### src/rtl/fsg_pkg.sv
package fsg_pkg;
  typedef struct packed {
    logic setWel;
    logic clrWel;
    logic startOp;
    logic finishOp;
    logic loadSr;
    logic pwrLoss;
  } fsgStrobe_t;
endpackage

### src/rtl/fsg_data.sv
module fsg_data
  import fsg_pkg::*;
#(
  parameter int ADDR_W = 24,
  parameter int BP_W   = 4
) (
  input  logic              clk,
  input  logic              rstN,
  input  fsgStrobe_t        stb,
  input  logic [7:0]        wrData,
  input  logic [ADDR_W-1:0] addr,
  output logic [7:0]        status,
  output logic              protHit,
  output logic              bpZero
);
  localparam int LEVELS     = (1 << BP_W) - 1;
  localparam int SHIFT_BASE = ADDR_W - LEVELS;

  logic            wip, wel, srwd, qe;
  logic [BP_W-1:0] bp;
  logic [ADDR_W:0] fullSpan, unitOne, regionSize, lowLimit;

  always_ff @(posedge clk or negedge rstN) begin
    if (!rstN) begin
      wip  <= 1'b0;
      wel  <= 1'b0;
      srwd <= 1'b0;
      qe   <= 1'b0;
      bp   <= '0;
    end else if (stb.pwrLoss) begin
      wip <= 1'b0;
      wel <= 1'b0;
    end else begin
      if (stb.finishOp) begin
        wip <= 1'b0;
        wel <= 1'b0;
      end
      if (stb.setWel)  wel <= 1'b1;
      if (stb.clrWel)  wel <= 1'b0;
      if (stb.startOp) wip <= 1'b1;
      if (stb.loadSr) begin
        srwd <= wrData[7];
        qe   <= wrData[6];
        bp   <= wrData[2 +: BP_W];
      end
    end
  end

  always_comb begin
    fullSpan   = {1'b1, {ADDR_W{1'b0}}};
    unitOne    = {{ADDR_W{1'b0}}, 1'b1};
    regionSize = unitOne << (SHIFT_BASE + int'(bp));
    lowLimit   = fullSpan - regionSize;
    bpZero     = (bp == '0);
    protHit    = !bpZero && ({1'b0, addr} >= lowLimit);
  end

  assign status = {srwd, qe, bp, wel, wip};
endmodule

### src/rtl/fsg_ctrl.sv
module fsg_ctrl
  import fsg_pkg::*;
(
  input  logic       clk,
  input  logic       rstN,
  input  logic       pwrCycle,
  input  logic       cmdWren,
  input  logic       cmdWrdi,
  input  logic       cmdWrsr,
  input  logic       cmdPp,
  input  logic       cmdSe,
  input  logic       cmdBe,
  input  logic       cmdCe,
  input  logic       wpN,
  input  logic       engDone,
  input  logic       csN,
  input  logic       rdStart,
  input  logic [7:0] status,
  input  logic       protHit,
  input  logic       bpZero,
  output fsgStrobe_t stb,
  output logic       cmdAccept,
  output logic       cmdReject,
  output logic       engStart,
  output logic       rdValid
);
  logic acc, rej, hwLock, anyWrite, rdActive;
  logic wip, wel;

  assign wip      = status[0];
  assign wel      = status[1];
  assign hwLock   = status[7] && !wpN && !status[6];
  assign anyWrite = cmdWrsr || cmdPp || cmdSe || cmdBe || cmdCe;

  always_comb begin
    stb = '0;
    acc = 1'b0;
    rej = 1'b0;
    if (pwrCycle) begin
      stb.pwrLoss = 1'b1;
    end else begin
      if (engDone && wip) stb.finishOp = 1'b1;
      if (cmdWrdi) begin
        stb.clrWel = 1'b1;
        acc = 1'b1;
      end else if (cmdWren) begin
        if (wip) rej = 1'b1;
        else begin
          stb.setWel = 1'b1;
          acc = 1'b1;
        end
      end else if (anyWrite) begin
        if (wip || !wel) begin
          rej = 1'b1;
        end else if (cmdWrsr) begin
          if (hwLock) rej = 1'b1;
          else begin
            stb.loadSr  = 1'b1;
            stb.startOp = 1'b1;
            acc = 1'b1;
          end
        end else if (cmdCe ? !bpZero : protHit) begin
          rej = 1'b1;
          stb.clrWel = 1'b1;
        end else begin
          stb.startOp = 1'b1;
          acc = 1'b1;
        end
      end
    end
  end

  always_ff @(posedge clk or negedge rstN) begin
    if (!rstN) begin
      cmdAccept <= 1'b0;
      cmdReject <= 1'b0;
      engStart  <= 1'b0;
      rdActive  <= 1'b0;
    end else begin
      cmdAccept <= acc;
      cmdReject <= rej;
      engStart  <= stb.startOp;
      if (csN) rdActive <= 1'b0;
      else if (rdStart) rdActive <= 1'b1;
    end
  end

  assign rdValid = rdActive && !csN;
endmodule

### src/rtl/flash_sr_guard.sv
module flash_sr_guard
  import fsg_pkg::*;
#(
  parameter int ADDR_W = 24
) (
  input  logic              clk,
  input  logic              rstN,
  input  logic              pwrCycle,
  input  logic              cmdWren,
  input  logic              cmdWrdi,
  input  logic              cmdWrsr,
  input  logic              cmdPp,
  input  logic              cmdSe,
  input  logic              cmdBe,
  input  logic              cmdCe,
  input  logic [ADDR_W-1:0] cmdAddr,
  input  logic [7:0]        cmdData,
  input  logic              wpN,
  input  logic              engDone,
  input  logic              csN,
  input  logic              rdStart,
  output logic [7:0]        statusByte,
  output logic              cmdAccept,
  output logic              cmdReject,
  output logic              engStart,
  output logic              rdValid,
  output logic [7:0]        rdData
);
  fsgStrobe_t stb;
  logic       protHit, bpZero;

  fsg_data #(.ADDR_W(ADDR_W), .BP_W(4)) data_i (
    .clk(clk), .rstN(rstN), .stb(stb), .wrData(cmdData), .addr(cmdAddr),
    .status(statusByte), .protHit(protHit), .bpZero(bpZero)
  );

  fsg_ctrl ctrl_i (
    .clk(clk), .rstN(rstN), .pwrCycle(pwrCycle),
    .cmdWren(cmdWren), .cmdWrdi(cmdWrdi), .cmdWrsr(cmdWrsr), .cmdPp(cmdPp),
    .cmdSe(cmdSe), .cmdBe(cmdBe), .cmdCe(cmdCe), .wpN(wpN), .engDone(engDone),
    .csN(csN), .rdStart(rdStart), .status(statusByte), .protHit(protHit),
    .bpZero(bpZero), .stb(stb), .cmdAccept(cmdAccept), .cmdReject(cmdReject),
    .engStart(engStart), .rdValid(rdValid)
  );

  assign rdData = statusByte;
endmodule

### config.mk
export PLATFORM = sky130hd
export DESIGN_NAME = flash_sr_guard
export DESIGN_NICKNAME = d
export VERILOG_FILES = /design/src/rtl/fsg_pkg.sv /design/src/rtl/fsg_data.sv /design/src/rtl/fsg_ctrl.sv /design/src/rtl/flash_sr_guard.sv
export SDC_FILE = /design/constraint.sdc
export NUM_CORES = 1
export LEC_CHECK = 0
export CAP_MARGIN = 15
export CORE_AREA = 2 2 54 69
export CTS_CLUSTER_SIZE = 12
export DETAILED_ROUTE_END_ITERATION = 8
export DIE_AREA = 0 0 56 71
export PLACE_DENSITY = 0.87
export SETUP_SLACK_MARGIN = 0.05
export SYNTH_ARGS = -nofsm -noshare
export SYNTH_HDL_FRONTEND = slang
export SYNTH_SLANG_ARGS = --single-unit
### constraint.sdc
create_clock -name clk -period 4.4 [get_ports clk]
set_input_delay 1.1 -clock clk [delete_from_list [all_inputs] [get_ports clk]]
set_output_delay 1.1 -clock clk [all_outputs]
set_load 0.01 [all_outputs]
==> results.txt <==
first-pass GRT wire length: 6070 um
Post-Route WL: 3520 um
n_diodes: 0
total power: 0.499 mW
sequential area share after synthesis: 0.202
TritonCTS Sinks: 12
proportion of layout cells with a drive suffix above 1: 0.0742
I/O Buffers: 63
H-tree Lvls: 1
Worst-path clk slew: 0.05 ns
async set-reset flop share out of synthesis: 1.00
crit path max fanout: 2
nets@finish: 301
Die ar.: 3980 um2
largest family of logic cells by synthesized area: simple AND/OR/NAND/NOR gates
Syn Std Cell Area: 1490 um2
clk_lat worst skew: 0.24 ns
GRT Total Usage: 0.190
drt wl/cell: 13.1 um
simple-gate share of the synthesized area: 0.221
most frequent cells in the layout: clkdlybuf4s50_1, ha_1, nand2_1, nor2_1, dfrtp_1
commonest non-fill, non-tap cell in the layout: clkdlybuf4s50_1
clk buf depth: 2
dpl cells: 264
chip width: 56 um
final hold slack: 0.494 ns
Final Hold Viols: 0
grt ovf: 0
Pins Over Slew Limit: 0
PD cells: 238 nW/um2
row cnt: 24
reg-to-reg slack, setup: 1.80 ns
Layout area overhead: 40.9%
Initial DRT Pass Iterations: 4
Syn Area/Cell: 8.35 um2
FF+latch count, synth: 12
min Tclk post-route: 3.28 ns
ANT nets after route: 0
P_leak: 0.902 nW
complex-gate fraction of the synthesized area: 0.189
Worst Hold Class: register to register
core footprint: 3360 um2
worst-margin pin slew: 0.545 ns
outcome: completed
RePlAce Congestion: 0.793
skew final: 0.000728 ns
Initial Utilization: 0.442
DR iter-0 viols: 48
crit path kind: input port to output pin
number of max-cap violations: 0
Fmax: 305 MHz
Crit. End Element: output pin
number of CTS-inserted buffers: 3
VDD IR max: 0.000216 V
DRC: 0
synth unique cells: 41
Post-synth top flop: dfrtp_1
xor/xnor share of the synthesized area: 0
WP data arrival: 2.18 ns
CTS root buf: clkbuf_8
Post-CTS Setup Inserts: 0
Final Setup Violations: 0
final core utilization: 0.623
Worst EP required: 3.30 ns
Gates resized, CTS repair: 0
Synth Warn #: 0
vias in the first global route: 1,440
Setup crit start kind: input port
largest net degree at the start of global routing: 19
routed vias: 1,463
Post-DP HPWL: 2890 um
Final TNS setup: 0 ns
unrepaired setup endpoints after global routing: false
synthesized instance count: 178
hold-fix buffers at CTS: 0
mux cell area share after synthesis: 0.0682
Post-Synth Adder-Cell Area: 0.210
Rel. slew slack: 0.636
I/O pin count: 66
Die H: 71 um
Vias/cell: 5.46
period utilization: 0.746
Post-synth EDFFs: 0
fin cells: 268
initial antenna violation count: 0
TritonCTS clock tree: done
[report_power, final]
| group | internal (mW) | switching, mW |
|---|---|---|
| logic | 0.131 | 0.0960 |
| registers | 0.122 | 0.0289 |
| clock network | 0.0791 | 0.0419 |
[worst max-delay path, cell delays in order]
cell and delay (ns):
clkdlybuf4s50_1 0.43, nor2b_1 0.12, clkdlybuf4s50_1 0.53
[through the flow]
| stage | instance area (um2) | worst slack, ns |
|---|---|---|
| 6_report | 2090 | 1.12 |
| 2_1_floorplan | 1500 | 1.79 |
| 5_1_grt | 2090 | 1.04 |
| 4_1_cts | 2090 | 1.11 |
| 3_5_place_dp | 2040 | 1.03 |
| 3_3_place_gp | 2040 | 1.07 |
[path summary, 6_finish.rpt]
path,start,to,depth (start not counted)
max in group asynchronous,rstN,data_i.qe$_DFFE_PN0P_,1
min in group asynchronous,rstN,ctrl_i.cmdAccept$_DFF_PN0_,1
hold reg to reg,ctrl_i.rdActive$_DFFE_PN0P_,ctrl_i.rdActive$_DFFE_PN0P_,2
setup reg to reg,data_i.bp[3]$_DFFE_PN0P_,ctrl_i.cmdAccept$_DFF_PN0_,9
hold / removal,ctrl_i.rdActive$_DFFE_PN0P_,ctrl_i.rdActive$_DFFE_PN0P_,2
setup / recovery,csN,rdValid,3
[state kept, by name, indices dropped and copies added (netlist names)]
name	cells
data_i.wel	1
data_i.wip	1
data_i.bp	4
ctrl_i.engStart	1
ctrl_i.cmdReject	1
data_i.srwd	1
ctrl_i.cmdAccept	1
ctrl_i.rdActive	1
data_i.qe	1
[area by class of cell]
| cell class | count | area, um2 |
|---|---|---|
| well taps | 39 | 48.8 |
| multi-input cells | 146 | 1040 |
| clock buffers | 4 | 55.1 |
| flip-flops and latches | 12 | 300 |
| inverters | 4 | 15.0 |
| repair buffers | 63 | 631 |
| fillers | 328 | 1270 |
[routing by layer]
layer / global-route usage / vias to the layer above / wire [um]
met2: 0.375 / 52 / 1950
met4: 0.0661 / 0 / 55
met3: 0.0274 / 5 / 205
met1: 0.199 / 677 / 1320
li1: - / 729 / -
met5: 0 / - / 0
[cells by family (layout without fill, tap and decap cells)]
| group | Yosys count | after routing |
|---|---|---|
| AND/OR/NAND/NOR | 65 | 65 |
| AO/OA/AOI/OAI | 43 | 43 |
| multiplexers | 7 | 7 |
| other | 2 | 6 |
| buffers and inverters | 24 | 71 |
| adder cells (fa/ha/maj) | 25 | 25 |
| flip-flops | 12 | 12 |
[synth_stat cells, drive strengths merged (2+ instances only)]
library cell,n,area share
nor2,18,0.056
nor4,2,0.0084
dfrtp,12,0.20
mux2,7,0.068
inv,4,0.010
ha,25,0.21
a21oi,11,0.037
nor3,5,0.017
or4,2,0.013
nand4,5,0.021
nand2,22,0.056
o21ai,10,0.034
conb,2,0.0051
nand2b,4,0.017
buf,13,0.064
o311ai,2,0.012
nor2b,4,0.017
clkbuf,7,0.031
a211oi,4,0.020
o21a,2,0.010
o211ai,2,0.010
(Power assumes the default switching activity.)
